`config.mk`:
```
export PLATFORM = sky130hd
export DESIGN_NAME = gpio_setclr_ctrl
export DESIGN_NICKNAME = d
export VERILOG_FILES = /design/src/rtl/gpio_sc_pkg.sv /design/src/rtl/gpio_sync2.sv /design/src/rtl/gpio_sc_reg.sv /design/src/rtl/gpio_std_port.sv /design/src/rtl/gpio_rd_mux.sv /design/src/rtl/gpio_setclr_ctrl.sv
export SDC_FILE = /design/constraint.sdc
export NUM_CORES = 1
export LEC_CHECK = 0
export ABC_AREA = 1
export BUFFER_PORTS_ARGS = -buffer_cell sky130_fd_sc_hd__buf_2
export CORE_MARGIN = 3
export CORE_UTILIZATION = 50
export CTS_CLUSTER_SIZE = 14
export DETAILED_ROUTE_END_ITERATION = 7
export GPL_TIMING_DRIVEN = 0
export HOLD_SLACK_MARGIN = 0.15
export PLACE_DENSITY = 0.76
export SLEW_MARGIN = 25
export SYNTH_ARGS = -nofsm -noshare
export SYNTH_HDL_FRONTEND = slang
export SYNTH_HIERARCHICAL = 1
export SYNTH_SLANG_ARGS = --single-unit
```
`constraint.sdc`:
```
create_clock -name clk -period 2 [get_ports clk]
set_input_delay 0.5 -clock clk [delete_from_list [all_inputs] [get_ports clk]]
set_output_delay 0.5 -clock clk [all_outputs]
set_load 0.01 [all_outputs]
```
`src/rtl/gpio_sc_pkg.sv`:
```
package gpio_sc_pkg;
  localparam int DW      = 32;
  localparam int AW      = 8;
  localparam int P0W     = 8;
  localparam int P1W     = 24;
  localparam int P2W     = 13;
  localparam int P3BW    = 6;
  localparam int P3IW    = 23;
  localparam int P3OW    = 24;
  localparam int P3B_LSB = 25;   // port 3 bidir field in set/clear/dir words
  localparam int P3B_RDLO = 10;  // bidir pins 0..4 in the input word
  localparam int P3B_RDHI = 24;  // last bidir pin in the input word

  // port 3 / port 2 shared map
  localparam logic [AW-1:0] A_P3_IN   = 8'h00;
  localparam logic [AW-1:0] A_P3_OSET = 8'h04;
  localparam logic [AW-1:0] A_P3_OCLR = 8'h08;
  localparam logic [AW-1:0] A_P3_OST  = 8'h0C;
  localparam logic [AW-1:0] A_D2_SET  = 8'h10;
  localparam logic [AW-1:0] A_D2_CLR  = 8'h14;
  localparam logic [AW-1:0] A_D2_ST   = 8'h18;
  localparam logic [AW-1:0] A_P2_IN   = 8'h1C;
  localparam logic [AW-1:0] A_P2_OSET = 8'h20;
  localparam logic [AW-1:0] A_P2_OCLR = 8'h24;

  // regular ports: base plus a fixed layout
  localparam logic [AW-1:0] A_P0_BASE = 8'h40;
  localparam logic [AW-1:0] A_P1_BASE = 8'h60;
  localparam logic [AW-1:0] R_IN   = 8'h00;
  localparam logic [AW-1:0] R_OSET = 8'h04;
  localparam logic [AW-1:0] R_OCLR = 8'h08;
  localparam logic [AW-1:0] R_OST  = 8'h0C;
  localparam logic [AW-1:0] R_DSET = 8'h10;
  localparam logic [AW-1:0] R_DCLR = 8'h14;
  localparam logic [AW-1:0] R_DST  = 8'h18;

  // bit position of input-only pin k in the port 3 input word
  function automatic int unsigned p3i_pos(input int unsigned k);
    if (k < 10)      return k;
    else if (k < 19) return k + 5;
    else             return k + 6;
  endfunction

  function automatic logic [DW-1:0] p3_in_word(input logic [P3BW-1:0] b,
                                               input logic [P3IW-1:0] g);
    logic [DW-1:0] w;
    w = '0;
    for (int unsigned k = 0; k < P3IW; k++) w[p3i_pos(k)] = g[k];
    for (int j = 0; j < P3BW - 1; j++) w[P3B_RDLO + j] = b[j];
    w[P3B_RDHI] = b[P3BW-1];
    return w;
  endfunction

  function automatic logic is_readable(input logic [AW-1:0] a);
    return a inside {A_P3_IN, A_P3_OST, A_D2_ST, A_P2_IN,
                     A_P0_BASE + R_IN, A_P0_BASE + R_OST, A_P0_BASE + R_DST,
                     A_P1_BASE + R_IN, A_P1_BASE + R_OST, A_P1_BASE + R_DST};
  endfunction
endpackage

```
`src/rtl/gpio_sync2.sv`:
```
module gpio_sync2 #(
  parameter int W = 8
) (
  input  logic         clk,
  input  logic         rst_n,
  input  logic [W-1:0] d,
  output logic [W-1:0] q
);
  logic [W-1:0] s1;
  logic [1:0]   age;  // edges since reset, saturates at 2

  always_ff @(posedge clk) begin
    if (!rst_n) begin
      s1  <= '0;
      q   <= '0;
      age <= '0;
    end else begin
      s1 <= d;
      q  <= s1;
      if (age != 2'd2) age <= age + 2'd1;
    end
  end

  AST_SYNC_TWO_STAGE: assert property (@(posedge clk) disable iff (!rst_n)
    (age == 2'd2) |-> (q == $past(d, 2)));
endmodule

```
`src/rtl/gpio_sc_reg.sv`:
```
module gpio_sc_reg #(
  parameter int W = 8
) (
  input  logic         clk,
  input  logic         rst_n,
  input  logic         set_en,
  input  logic         clr_en,
  input  logic [W-1:0] bits,
  output logic [W-1:0] q
);
  always_ff @(posedge clk) begin
    if (!rst_n)      q <= '0;
    else if (set_en) q <= q | bits;
    else if (clr_en) q <= q & ~bits;
  end

  AST_SET_TAKES: assert property (@(posedge clk) disable iff (!rst_n)
    set_en |=> ((q & $past(bits)) == $past(bits)));
  AST_CLR_TAKES: assert property (@(posedge clk) disable iff (!rst_n)
    (clr_en && !set_en) |=> ((q & $past(bits)) == '0));
  AST_ZERO_BITS_HOLD: assert property (@(posedge clk) disable iff (!rst_n)
    (set_en || clr_en) |=> (((q ^ $past(q)) & ~$past(bits)) == '0));
  AST_IDLE_HOLD: assert property (@(posedge clk) disable iff (!rst_n)
    !(set_en || clr_en) |=> $stable(q));
endmodule

```
`src/rtl/gpio_std_port.sv`:
```
module gpio_std_port
  import gpio_sc_pkg::*;
#(
  parameter int            W    = 8,
  parameter logic [AW-1:0] BASE = 8'h40
) (
  input  logic          clk,
  input  logic          rst_n,
  input  logic [AW-1:0] addr,
  input  logic          we,
  input  logic [W-1:0]  wbits,
  input  logic [W-1:0]  pin_s,
  output logic [W-1:0]  out_q,
  output logic [W-1:0]  oe_q,
  output logic [DW-1:0] in_word,
  output logic [DW-1:0] ost_word,
  output logic [DW-1:0] dst_word
);
  localparam logic [AW-1:0] A_OSET = BASE + R_OSET;
  localparam logic [AW-1:0] A_OCLR = BASE + R_OCLR;
  localparam logic [AW-1:0] A_DSET = BASE + R_DSET;
  localparam logic [AW-1:0] A_DCLR = BASE + R_DCLR;

  logic st_oset, st_oclr, st_dset, st_dclr;
  assign st_oset = we && (addr == A_OSET);
  assign st_oclr = we && (addr == A_OCLR);
  assign st_dset = we && (addr == A_DSET);
  assign st_dclr = we && (addr == A_DCLR);

  gpio_sc_reg #(.W(W)) u_out (.clk(clk), .rst_n(rst_n), .set_en(st_oset),
    .clr_en(st_oclr), .bits(wbits), .q(out_q));
  gpio_sc_reg #(.W(W)) u_dir (.clk(clk), .rst_n(rst_n), .set_en(st_dset),
    .clr_en(st_dclr), .bits(wbits), .q(oe_q));

  assign in_word  = DW'(pin_s);
  assign ost_word = DW'(out_q);
  assign dst_word = DW'(oe_q);
endmodule

```
`src/rtl/gpio_rd_mux.sv`:
```
module gpio_rd_mux
  import gpio_sc_pkg::*;
(
  input  logic [AW-1:0] addr,
  input  logic [DW-1:0] w_p3in,
  input  logic [DW-1:0] w_p3ost,
  input  logic [DW-1:0] w_d2st,
  input  logic [DW-1:0] w_p2in,
  input  logic [DW-1:0] w_p0in,
  input  logic [DW-1:0] w_p0ost,
  input  logic [DW-1:0] w_p0dst,
  input  logic [DW-1:0] w_p1in,
  input  logic [DW-1:0] w_p1ost,
  input  logic [DW-1:0] w_p1dst,
  output logic [DW-1:0] rdata
);
  always_comb begin
    case (addr)
      A_P3_IN:            rdata = w_p3in;
      A_P3_OST:           rdata = w_p3ost;
      A_D2_ST:            rdata = w_d2st;
      A_P2_IN:            rdata = w_p2in;
      A_P0_BASE + R_IN:   rdata = w_p0in;
      A_P0_BASE + R_OST:  rdata = w_p0ost;
      A_P0_BASE + R_DST:  rdata = w_p0dst;
      A_P1_BASE + R_IN:   rdata = w_p1in;
      A_P1_BASE + R_OST:  rdata = w_p1ost;
      A_P1_BASE + R_DST:  rdata = w_p1dst;
      default:            rdata = '0;
    endcase
  end
endmodule

```
`src/rtl/gpio_setclr_ctrl.sv`:
```
module gpio_setclr_ctrl
  import gpio_sc_pkg::*;
(
  input  logic            clk,
  input  logic            rst_n,
  input  logic [AW-1:0]   bus_addr,
  input  logic            bus_we,
  input  logic [DW-1:0]   bus_wdata,
  output logic [DW-1:0]   bus_rdata,
  input  logic [P0W-1:0]  p0_in,
  output logic [P0W-1:0]  p0_out,
  output logic [P0W-1:0]  p0_oe,
  input  logic [P1W-1:0]  p1_in,
  output logic [P1W-1:0]  p1_out,
  output logic [P1W-1:0]  p1_oe,
  input  logic [P2W-1:0]  p2_in,
  output logic [P2W-1:0]  p2_out,
  output logic [P2W-1:0]  p2_oe,
  input  logic [P3BW-1:0] p3io_in,
  output logic [P3BW-1:0] p3io_out,
  output logic [P3BW-1:0] p3io_oe,
  input  logic [P3IW-1:0] p3i_in,
  output logic [P3OW-1:0] p3o_out
);
  localparam int SO1 = P0W;
  localparam int SO2 = SO1 + P1W;
  localparam int SO3 = SO2 + P2W;
  localparam int SO4 = SO3 + P3BW;
  localparam int SW  = SO4 + P3IW;

  // synchronized inputs
  logic [SW-1:0] raw_in, syn_in;
  assign raw_in = {p3i_in, p3io_in, p2_in, p1_in, p0_in};
  gpio_sync2 #(.W(SW)) u_sync (.clk(clk), .rst_n(rst_n), .d(raw_in), .q(syn_in));

  logic [P0W-1:0]  s_p0;
  logic [P1W-1:0]  s_p1;
  logic [P2W-1:0]  s_p2;
  logic [P3BW-1:0] s_p3b;
  logic [P3IW-1:0] s_p3i;
  assign s_p0  = syn_in[0 +: P0W];
  assign s_p1  = syn_in[SO1 +: P1W];
  assign s_p2  = syn_in[SO2 +: P2W];
  assign s_p3b = syn_in[SO3 +: P3BW];
  assign s_p3i = syn_in[SO4 +: P3IW];

  // write data bits 24 and 31 drive no state
  logic unused_wbits;
  assign unused_wbits = ^{bus_wdata[DW-1], bus_wdata[P3OW]};

  // regular ports 0 and 1
  logic [DW-1:0] w_p0in, w_p0ost, w_p0dst, w_p1in, w_p1ost, w_p1dst;

  gpio_std_port #(.W(P0W), .BASE(A_P0_BASE)) u_p0 (
    .clk(clk), .rst_n(rst_n), .addr(bus_addr), .we(bus_we),
    .wbits(bus_wdata[P0W-1:0]), .pin_s(s_p0), .out_q(p0_out), .oe_q(p0_oe),
    .in_word(w_p0in), .ost_word(w_p0ost), .dst_word(w_p0dst));

  gpio_std_port #(.W(P1W), .BASE(A_P1_BASE)) u_p1 (
    .clk(clk), .rst_n(rst_n), .addr(bus_addr), .we(bus_we),
    .wbits(bus_wdata[P1W-1:0]), .pin_s(s_p1), .out_q(p1_out), .oe_q(p1_oe),
    .in_word(w_p1in), .ost_word(w_p1ost), .dst_word(w_p1dst));

  // port 2 and port 3 strobes (port 3 bidir direction shares port 2's)
  logic st_d2_set, st_d2_clr, st_p2_oset, st_p2_oclr, st_p3_oset, st_p3_oclr;
  assign st_d2_set  = bus_we && (bus_addr == A_D2_SET);
  assign st_d2_clr  = bus_we && (bus_addr == A_D2_CLR);
  assign st_p2_oset = bus_we && (bus_addr == A_P2_OSET);
  assign st_p2_oclr = bus_we && (bus_addr == A_P2_OCLR);
  assign st_p3_oset = bus_we && (bus_addr == A_P3_OSET);
  assign st_p3_oclr = bus_we && (bus_addr == A_P3_OCLR);

  gpio_sc_reg #(.W(P2W)) u_d2 (.clk(clk), .rst_n(rst_n), .set_en(st_d2_set),
    .clr_en(st_d2_clr), .bits(bus_wdata[P2W-1:0]), .q(p2_oe));
  gpio_sc_reg #(.W(P3BW)) u_d3 (.clk(clk), .rst_n(rst_n), .set_en(st_d2_set),
    .clr_en(st_d2_clr), .bits(bus_wdata[P3B_LSB +: P3BW]), .q(p3io_oe));
  gpio_sc_reg #(.W(P2W)) u_o2 (.clk(clk), .rst_n(rst_n), .set_en(st_p2_oset),
    .clr_en(st_p2_oclr), .bits(bus_wdata[P2W-1:0]), .q(p2_out));
  gpio_sc_reg #(.W(P3BW)) u_o3b (.clk(clk), .rst_n(rst_n), .set_en(st_p3_oset),
    .clr_en(st_p3_oclr), .bits(bus_wdata[P3B_LSB +: P3BW]), .q(p3io_out));
  gpio_sc_reg #(.W(P3OW)) u_o3o (.clk(clk), .rst_n(rst_n), .set_en(st_p3_oset),
    .clr_en(st_p3_oclr), .bits(bus_wdata[P3OW-1:0]), .q(p3o_out));

  // readback words
  logic [DW-1:0] w_p3in, w_p3ost, w_d2st, w_p2in;
  assign w_p3in  = p3_in_word(s_p3b, s_p3i);
  assign w_p3ost = DW'(p3o_out) | (DW'(p3io_out) << P3B_LSB);
  assign w_d2st  = DW'(p2_oe)   | (DW'(p3io_oe)  << P3B_LSB);
  assign w_p2in  = DW'(s_p2);

  gpio_rd_mux u_rd (
    .addr(bus_addr), .w_p3in(w_p3in), .w_p3ost(w_p3ost), .w_d2st(w_d2st),
    .w_p2in(w_p2in), .w_p0in(w_p0in), .w_p0ost(w_p0ost), .w_p0dst(w_p0dst),
    .w_p1in(w_p1in), .w_p1ost(w_p1ost), .w_p1dst(w_p1dst), .rdata(bus_rdata));

  AST_UNMAPPED_ZERO: assert property (@(posedge clk) disable iff (!rst_n)
    !is_readable(bus_addr) |-> (bus_rdata == '0));
  AST_P3_DIR_VIA_P2: assert property (@(posedge clk) disable iff (!rst_n)
    st_d2_set |=> ((p3io_oe & $past(bus_wdata[P3B_LSB +: P3BW]))
                   == $past(bus_wdata[P3B_LSB +: P3BW])));
  AST_NO_WRITE_NO_CHANGE: assert property (@(posedge clk) disable iff (!rst_n)
    !bus_we |=> ($stable(p0_oe) && $stable(p1_oe) && $stable(p2_oe) &&
                 $stable(p3io_oe) && $stable(p3o_out)));
endmodule

```
After elaboration in Yosys (flattened, before gate mapping)
Cells that the tools add are included.
Cells by class
  multiplexer cells: 19
  reductions and logical operators: 22
  bitwise gates (word level): 24
  equality and inequality tests: 23
Operators with widths (count)
  $pmux 31 s10: 1
  $mux 24: 6
  $eq 8x7->1 const B: 14
  $and 24x24->24: 3
  $or 24x24->24: 3
  $mux 13: 4
  $eq 8x5->1 const B: 4
  $mux 8: 4
  $or 13x31->31: 1
  $or 24x31->31: 1
  $and 13x13->13: 2
  $or 13x13->13: 2
  $mux 6: 4
  $not 24->24: 1
  $and 8x8->8: 2
  $eq 8x4->1 const B: 2
  $eq 8x6->1 const B: 2
  $or 8x8->8: 2
  $logic_and 1x1->1: 14
  $reduce_bool 2->1: 7
  $not 13->13: 1
  $and 6x6->6: 2
  $or 6x6->6: 2
  $eq 8x3->1 const B: 1
  3 further kinds: 3
Storage, ports and cells
  logic and storage cells: 99
  input bits: 117
  output and inout port bits: 158
  bits in registers: 274

Longest topological paths before layout
Gate-level depths: netlist (run 1).
  depth in word-level cells: 4
  depth in mapped cells: 9
  depth with buffers taken out: 7

By module
The synthesis (run 1) kept the hierarchy.
By module, submodules not included
  gpio_sync2: sequential area each 2962.8 um^2, area an instance 4184.0 um^2, cells each 460, instances 1
  gpio_rd_mux: sequential area each 0.0 um^2, area an instance 3337.0 um^2, cells each 699, instances 1
  gpio_sc_reg (u_o3o ...): sequential area each 480.5 um^2, area an instance 997.2 um^2, cells each 127, instances 3
  gpio_sc_reg (u_d2 ...): sequential area each 260.2 um^2, area an instance 543.0 um^2, cells each 69, instances 2
  gpio_std_port (u_p1): sequential area each 0.0 um^2, area an instance 810.8 um^2, cells each 117, instances 1
  gpio_std_port (u_p0): sequential area each 0.0 um^2, area an instance 799.5 um^2, cells each 114, instances 1
  gpio_sc_reg (u_p0.u_dir ...): sequential area each 160.2 um^2, area an instance 312.8 um^2, cells each 43, instances 2
  gpio_sc_reg (u_d3 ...): sequential area each 120.1 um^2, area an instance 221.5 um^2, cells each 31, instances 2
  gpio_setclr_ctrl: sequential area each 0.0 um^2, area an instance 97.6 um^2, cells each 22, instances 1

Worst setup path after synthesis (run 1)
Ideal clock, no wire load.
  kind: input port to output port
  start point: input port bus_addr[0]
  end point: output port bus_rdata[5]
  path buffers: 2
  data required time: 1.500 ns
  setup slack: 0.154 ns
  stages on the path: 9
  data arrival time: 1.346 ns
  cells stage by stage: inv_2 nand2_2 nor2_2 buf_4 buf_4 nand3_1 nand2_1 nor2_1 nand3_1
On the way
  cells in the longest elaborated chain, start to end: 2
  elaborated cells between the ends (all ways): 11
  classes of those cells: eq/ne: 9; mux: 1; reduce/logical: 1
Ends and longest elaborated chain
  start, declared: RTL line gpio_setclr_ctrl.sv:6  | input logic [AW-1:0] bus_addr,
  $eq 8x7->1 (tied with other cells): RTL line gpio_rd_mux.sv:18  | case (addr)
  $pmux 31 s10 (*): RTL line gpio_rd_mux.sv:18
  end, declared: RTL line gpio_setclr_ctrl.sv:9  | output logic [DW-1:0] bus_rdata,
Every way passes the cells marked *; elsewhere a longest branch is shown, timed or not.

Worst setup path after layout (run 1)
  start point: input port bus_addr[0]
  end point: output port bus_rdata[2]
The elaborated chain is that of the path after synthesis.

==> results.cfg, run 1 <==
[run_status]
status = finished with violations
violations = negative setup slack

[flow_run]
drv_cap = 0

[timing]
fmax_mhz = 434
rsz0062_at_grt = yes
finalSetupTns_ns = -7.02
period_share_pct = 115
tightestPinTransition_ns = 0.924
setup_ws_ns = -0.302
finalMaxSlewViolations = 0
finClkSkew_ns = 0.00848
timing.final.crit_period_ns = 2.30
finalSetupViolCount = 31
finalHoldViolCount = 0
maxSlewHeadroom_pct = 38.3

[power_and_ir_drop]
finalPower_uw = 12300
p_leak_uw = 0.0108
power.density_nw_per_um2 = 594
ir_drop_mv = 0.645

[setup_path]
ff2ff_setup_slack_ns = 1.18
required_ns = 1.50
worstSetupEndpointType = primary output
crit_slowest_cell = nor2_4
worst-setup-path-type = input pin to primary output
crit_chain = buf_12 > inv_8 > nand2_8 > nor2_4 > buf_6 > buf_12 > buf_8 > nand3_2 > nand2_2 > inv_1 > nand3_2 > buf_6
slowest_delay_ns = 0.15
r2r_cells = 2
cp.arrival_ns = 1.80
critPathTopFamily = buffers and inverters
path_buf_inv = 7
crit_fanout = 5
start_kind = input pin

[die]
io-pin-count = 275
die_w_um = 176
dieHeight_um = 176
core_um2 = 28100
start_util_pct = 51.2
row_count = 61
die-area_um2 = 30800

[clock_tree]
clock_tree.buffer_depth = 3
clock_sinks = 274
cts.clk_slew.worst_paths_ns = 0.06
ctsRootBufferMaster = clkbuf_16
clkLatencyLatePin_ns = 0.57
numCtsBuffers = 29
tritoncts = yes
cts_max_level = 1

[global_route]
grt_pass1_vias = 14900
track_usage_pct = 34.1
grt_start_max_net_pins = 16
antenna_found_initial = 0
overflow = 0
grt_pass1_wl_um = 82200

[placement]
place_area_um2 = 16700
hpwl_um = 36600
dp_cells = 2858
gp_congestion = 0.975
io_buffers = 271

[detailed_routing]
vias = 15800
routedWlPerCell_um = 18.5
vias_per_cell = 5.17
first_pass_iters = 7
drc = 0
drt_iter0_markers = 2105
drt_wl_total_um = 56300
ant_nets = 0

[final_layout]
diodes = 0
final_cells = 3049
syn2layout_area_growth_pct = 44.3
final_common_cell = nand2_1
fin_nets = 2768
layout_common_cells = nand2_1, nand3_1, dfxtp_1
final_layout_size_suffix_gt1_share_pct = 36.1
fin_area_um2 = 20700
finish.utilization_pct = 73.9

[synthesis]
synth_seq_cells = 274
ys_types = 22
yosysWarnings = 6
syn_avg_cell_area_um2 = 6.91
yosysSeqAreaShare_pct = 38.2
netlist.area_leader.share_pct = 38.2
ys_top_cells_by_area = dfxtp_1, nand2_1, nand3_1, buf_4, inv_1
synth_top_area_cell = dfxtp_1
syn_area_um2 = 14400
syn_inst = 2079

[hold_path]
min-delay-path-class = input pin to flop
hold_path_depth = 3
min_from = bus_wdata[25]
[metrics by stage]
step / hold WS [ns] / setup slack (ns)
floorplan: 0.390 / 0.154
global placement: 0.399 / -0.606
detailed placement: 0.398 / -0.599
CTS: 0.197 / -0.257
global route: 0.212 / -0.333
finish: 0.207 / -0.302
[tightest hold or removal path, cell delays in order]
cell,delay [ns]
buf_2,0.12
nand2_1,0.06
a21oi_1,0.06
[how the worst max path moves through the flow]
stage / from / slack [ns] / to / depth (start not counted)
2_1_floorplan: bus_addr[0] / 0.15 / bus_rdata[5] / 9
3_3_place_gp: bus_addr[0] / -0.61 / bus_rdata[10] / 10
3_5_place_dp: bus_addr[2] / -0.60 / bus_rdata[10] / 10
4_1_cts: bus_addr[1] / -0.26 / bus_rdata[16] / 12
5_1_grt: bus_addr[0] / -0.33 / bus_rdata[4] / 12
6_report: bus_addr[0] / -0.30 / bus_rdata[2] / 12
[routing by layer]
metal  part of all wire (%)  vias up  track usage (%)
met5                      0        -                0
met3                     12      237             7.61
met2                     45     1049             55.5
met1                     37     7184             42.7
met4                    6.7        0             16.7
li1                       -     7291                -
[power by group]
| group | internal (uW) | leakage (uW) | switching [uW] | total, uW |
|---|---|---|---|---|
| Clock | 2980 | 0.000465 | 2310 | 5290 |
| Combinational | 631 | 0.00810 | 736 | 1370 |
| Sequential | 5600 | 0.00224 | 55.6 | 5660 |
| Total | 9210 | 0.0108 | 3100 | 12300 |
[cell type report]
class / instances / area, um^2
well taps: 378 / 473
flip-flops and latches: 274 / 5490
multi-input cells: 1426 / 7230
plain buffers: 298 / 2550
inverters: 211 / 847
clock buffers: 37 / 806
clock inverters: 14 / 124
fillers: 2086 / 7340
repair buffers: 411 / 3230
[synthesized netlist by cell type, drive strengths merged]
master	number
a21oi	126
buf	297
clkbuf	3
clkinv	1
conb	3
dfxtp	274
inv	210
nand2	699
nand3	366
nand4	1
nor2	99
[what timing repair did]
action	4_1_cts	5_1_grt
hold endpoints to repair	74	0
gates resized for setup	314	98
endpoints found under the setup margin	31	31
cloned	14	4
hold buffers	74	0
buffers inserted	35	15
pin swaps	89	60
[logic make-up (layout without fill, tap and decap cells)]
logic type / count (synthesis) / count (layout) / synth area share (%)
AO/OA/AOI/OAI: 126 / 126 / 6.48
buffers and inverters: 511 / 971 / 20.9
flip-flops: 274 / 274 / 38.2
other: 3 / 133 / 0.0783
AND/OR/NAND/NOR: 1165 / 1167 / 34.4
Note: power is estimated with default switching activity, not from simulation.
==> run 2, diff against run 1 <==
--- a/config.mk
+++ b/config.mk
@@ -12,7 +12,6 @@
 export CTS_CLUSTER_SIZE = 14
 export DETAILED_ROUTE_END_ITERATION = 7
 export GPL_TIMING_DRIVEN = 0
-export HOLD_SLACK_MARGIN = 0.15
 export PLACE_DENSITY = 0.76
 export SLEW_MARGIN = 25
 export SYNTH_ARGS = -nofsm -noshare
==> constraint.sdc (replaced) <==
create_clock -name clk -period 2.68 [get_ports clk]
set_input_delay 0.67 -clock clk [delete_from_list [all_inputs] [get_ports clk]]
set_output_delay 0.67 -clock clk [all_outputs]
set_load 0.01 [all_outputs]
==> run 2 against run 1 <==
  * Sequential power down 25%
  * Critical endpoint is now bus_rdata[13]
  * Global-route usage down 3.5 points
  * The run still ends with negative setup slack left
  * Largest power group unchanged
  * Combinational power fell by 41%
  * Sequential share of layout area up 3.1 points
  * Total power is 27% lower
  * Register-to-register slack gained 0.62 ns
  * Non-clock buffer count decreased by 113
  * Cell count fell by 3.7%
  * Flip-flop and latch count unchanged
  * Worst hold slack better by 0.071 ns
==> results.cfg, run 2 (synthesis gave the netlist of run 1 again) <==
[detailed_routing]
vias_per_cell = 4.99
routedWlPerCell_um = 17.2
drc = 0
drt_iter0_markers = 1563
ant_nets = 0
drt_wl_total_um = 50500
first_pass_iters = 6
vias = 14600

[timing]
hold_ws_ns = 0.278
rsz0062_at_grt = yes
finalSetupViolCount = 3
maxSlewHeadroom_pct = 41.8
setup_ws_ns = -0.0116
tightestPinTransition_ns = 0.871
finalHoldViolCount = 0
period_share_pct = 100
fmax_mhz = 372
finalMaxSlewViolations = 0
timing.final.crit_period_ns = 2.69
finClkSkew_ns = 0.00777

[global_route]
grt_pass1_vias = 13300
met2_usage_pct = 49.0
track_usage_pct = 30.5
use_met3_pct = 6.18
grt_start_max_net_pins = 16
grt_pass1_wl_um = 73700
met1_usage_pct = 39.9
top_usage_layer = met2
antenna_found_initial = 0
overflow = 0

[clock_tree]
cts.clk_slew.worst_paths_ns = 0.06
numCtsBuffers = 29
cts_max_level = 1
clkLatencyLatePin_ns = 0.57
ctsRootBufferMaster = clkbuf_16
clock_sinks = 274
clock_tree.buffer_depth = 3
tritoncts = yes

[power_and_ir_drop]
power.density_nw_per_um2 = 482
ir_drop_mv = 0.506
p_leak_uw = 0.0100

[die]
start_util_pct = 51.2
dieHeight_um = 176
die_w_um = 176
row_count = 61
core_um2 = 28100
die-area_um2 = 30800
io-pin-count = 275

[placement]
io_buffers = 271
gp_congestion = 0.975
dpl_worst_slack_ns = -0.259
place_area_um2 = 16700
hpwl_um = 36600

[final_layout]
final_common_cell = nand2_1
layout_common_cells = nand2_1, nand3_1, buf_2
seq_area_um2 = 5490
fin_area_um2 = 18600
diodes = 0
multiInputGateArea_um2 = 6660
syn2layout_area_growth_pct = 29.3
final_layout_size_suffix_gt1_share_pct = 31.8
fin_nets = 2654
fill_cells = 2490

[setup_path]
required_ns = 2.01
start_kind = input pin
worstSetupEndpointType = primary output
cp.arrival_ns = 2.02
worst-setup-path-type = input pin to primary output
crit_fanout = 6

[flow_run]
drv_cap = 0

[run_status]
violations = negative setup slack
status = finished with violations

[hold_path]
min-delay-path-class = input pin to flop
run 2: cell count changes in the layout (fill, tap and decap cells not counted), sizes merged:
cell	change
clkbuf	+1
buf	-40
dlygate4sd3	-74
nor2	-1
run 2: metrics by stage:
step	TNS (ns)	instances	power, uW	util [%]
floorplan	0	2209	4710	-
global placement	-6.28	2858	4980	59.4
detailed placement	-6.03	2858	5000	59.4
CTS	-0.0144	2922	8940	64.3
global route	-0.285	2935	9240	66.2
finish	-0.0233	2935	8960	66.2
run 2: path summary, 6_finish.rpt:
kind | slack [ns] | start | cells after the start | endpoint
worst min-delay path | 0.28 | p3i_in[21] | 3 | u_sync/s1[72]
worst max register to register | 1.80 | flop | 2 | flop
worst max-delay path | -0.01 | bus_addr[0] | 11 | bus_rdata[13]
worst min register to register | 0.41 | u_sync/s1[41] | 2 | u_sync/q[41]
run 2: worst max-delay path, stage by stage:
cell and delay (ns):
buf_6 0.12, inv_4 0.07, nand2_8 0.06, nor2_4 0.22
buf_12 0.19, buf_8 0.13, nand3_1 0.11, nand2_2 0.12
nor2_1 0.06, nand3_1 0.11, buf_2 0.15
run 2: layout make-up:
| cell class | instances | area share (%) |
|---|---|---|
| Timing Repair Buffer | 297 | 9.47 |
| Sequential cell | 274 | 29.5 |
| Multi-Input combinational cell | 1425 | 35.9 |
| Clock buffer | 37 | 4.34 |
| Clock inverter | 14 | 0.667 |
| Buffer | 299 | 13.3 |
| Inverter | 211 | 4.34 |
| Tap cell | 378 | 2.55 |
run 2: layer usage:
layer	up-vias	part of all wire (%)	wire [um]
met3	148	9.8	4930
met5	-	0	0
met4	0	5.3	2660
li1	7063	-	-
met1	6603	40	20400
met2	821	45	22500
run 2: repair_timing:
action,CTS,global route
setup endpoints to repair,31,31
hold buffers,0,0
gates resized for setup,91,92
buffers inserted,11,8
pin swaps,12,27
cloned,2,6
run 2: where the power goes:
| group | internal, uW | switching, uW |
|---|---|---|
| Clock | 2230 | 1720 |
| Combinational | 330 | 473 |
| Sequential | 4180 | 36.8 |
==> run 3, diff against run 2 <==
--- a/config.mk
+++ b/config.mk
@@ -7,6 +7,7 @@
 export LEC_CHECK = 0
 export ABC_AREA = 1
 export BUFFER_PORTS_ARGS = -buffer_cell sky130_fd_sc_hd__buf_2
+export CORE_ASPECT_RATIO = 1.5
 export CORE_MARGIN = 3
 export CORE_UTILIZATION = 50
 export CTS_CLUSTER_SIZE = 14
==> run 3 against run 2 <==
  * The flow still finishes with violations (negative setup slack)
  * Count of clock-buffer cells in the layout decreased by 6
  * Setup slack got worse by 0.043 ns
  * Sequential share of layout area decreased by 0.052 points
  * Critical path type unchanged
  * Largest power group unchanged
  * Die area increased by 0.13%
  * Via count decreased by 1.4%
  * Clock skew increased by 0.0067 ns
  * Flip-flop and latch count unchanged
  * Sequential power about the same
==> results.cfg, run 3 (synthesis gave the netlist of run 1 again) <==
[run_status]
status = finished with violations
violations = negative setup slack

[timing]
rsz0062_at_grt = yes
tightestPinTransition_ns = 0.935
finalSetupViolCount = 5
finalHoldViolCount = 0
finClkSkew_ns = 0.0145
maxSlewHeadroom_pct = 37.5
fmax_mhz = 366
finalSetupTns_ns = -0.102
setup_ws_ns = -0.0547
timing.final.crit_period_ns = 2.73
finalMaxSlewViolations = 0
period_share_pct = 102

[global_route]
grt_pass1_vias = 13200
grt_start_max_net_pins = 15
antenna_found_initial = 0
track_usage_pct = 31.2
grt_pass1_wl_um = 73500
overflow = 0

[final_layout]
final_cells = 2904
diodes = 0
syn2layout_area_growth_pct = 29.5
layout_common_cells = nand2_1, nand3_1, buf_2
fin_area_um2 = 18600
final_common_cell = nand2_1
fin_nets = 2661
final_layout_size_suffix_gt1_share_pct = 32.0

[power_and_ir_drop]
ir_drop_mv = 0.409
switchingPower_uw = 2100
p_seq_share_pct = 47.5
switching_share_pct = 23.6
finalPower_uw = 8870
p_leak_uw = 0.0101
power.density_nw_per_um2 = 477
p_int_uw = 6770
p_clk_share_pct = 43.3
pwr-share-comb_pct = 9.1

[hold_path]
min-delay-path-class = input pin to flop
hold_path_depth = 3
whs_endpoint = u_sync/s1[14]
min_from = p1_in[6]

[setup_path]
r2r_cells = 2
worst-setup-path-type = input pin to primary output
start_kind = input pin
crit_slowest_cell = nor2_1
crit_chain = buf_4 > inv_2 > nand2_2 > nor2_4 > buf_12 > buf_4 > clkbuf_16 > nand3_1 > nand2_1 > nor2_1 > nand3_1 > buf_2
worstSetupEndpointType = primary output
cp.arrival_ns = 2.06
crit_fanout = 9
ff2ff_setup_slack_ns = 1.88
slowest_delay_ns = 0.20
required_ns = 2.01

[detailed_routing]
dr_wl_met3_um = 3730
first_pass_iters = 5
vias = 14400
routedWlPerCell_um = 17.5
wl_met2_um = 24300
drt_iter0_markers = 1093
met1_length_um = 19400
drc = 0
drt_wl_total_um = 50800
vias_per_cell = 4.97
ant_nets = 0
top_layer = met4

[placement]
io_buffers = 271
dp_cells = 2826
place_area_um2 = 16700
gp_congestion = 0.943
hpwl_um = 37300
dpl_worst_slack_ns = -0.356

[clock_tree]
cts_hold_buf = 0
cts.clk_slew.worst_paths_ns = 0.06
ctsRootBufferMaster = clkbuf_16
cts_max_level = 1
numCtsBuffers = 26
clock_tree.buffer_depth = 3
clkLatencyLatePin_ns = 0.54
tritoncts = yes
clock_sinks = 274

[die]
start_util_pct = 51.1
row_count = 75
io-pin-count = 275
core_um2 = 28200
dieHeight_um = 214
die-area_um2 = 30900
die_w_um = 144

[flow_run]
drv_cap = 0
run 3: worst max-delay path by stage:
stage	cells after the start	endpoint	from	slack, ns
global route	12	bus_rdata[0]	bus_addr[3]	-0.07
CTS	11	bus_rdata[5]	bus_addr[4]	-0.02
detailed placement	11	bus_rdata[7]	bus_addr[0]	-0.36
floorplan	9	bus_rdata[5]	bus_addr[0]	0.49
global placement	11	bus_rdata[7]	bus_addr[2]	-0.33
finish	12	bus_rdata[0]	bus_addr[3]	-0.05
run 3: what timing repair did:
| item | 4_1_cts | 5_1_grt |
|---|---|---|
| resized for setup | 87 | 113 |
| endpoints found under the setup margin | 31 | 31 |
| gates cloned | 1 | 11 |
| setup buffers | 12 | 12 |
| pin swaps | 10 | 20 |
run 3: cell type report:
cell class	count	area, um^2
well taps	346	433
multi-input cells	1426	6670
clock inverters	11	161
fillers	2463	9540
inverters	211	797
plain buffers	300	2490
clock buffers	31	711
repair buffers	305	1860
flip-flops and latches	274	5490
run 3: per-stage QoR:
step                hold slack [ns]  utilization (%)
global route                  0.296             66.1
CTS                           0.286             63.7
global placement              0.398             59.2
finish                        0.300             66.1
floorplan                     0.390                -
detailed placement            0.395             59.2
run 3: power groups by stage:
stage                     logic [uW]  registers (uW)  clock network [uW]
after floorplan                  422            4290                   0
after global placement           687            4310                   0
after detailed placement         701            4310                   0
after CTS                        736            4220                3890
after global routing             877            4220                4050
final                            809            4220                3840
run 3: routing by layer:
layer | vias up | track usage, %
met5 | - | 0
met4 | 0 | 18.0
met3 | 151 | 4.04
met2 | 641 | 52.1
met1 | 6570 | 38.4
li1 | 7066 | -
run 3: critical path, delay by kind of cell:
kind	cells	cell delay, ns
and+or+nand+nor	6	0.61
buffers and inverters	6	0.77
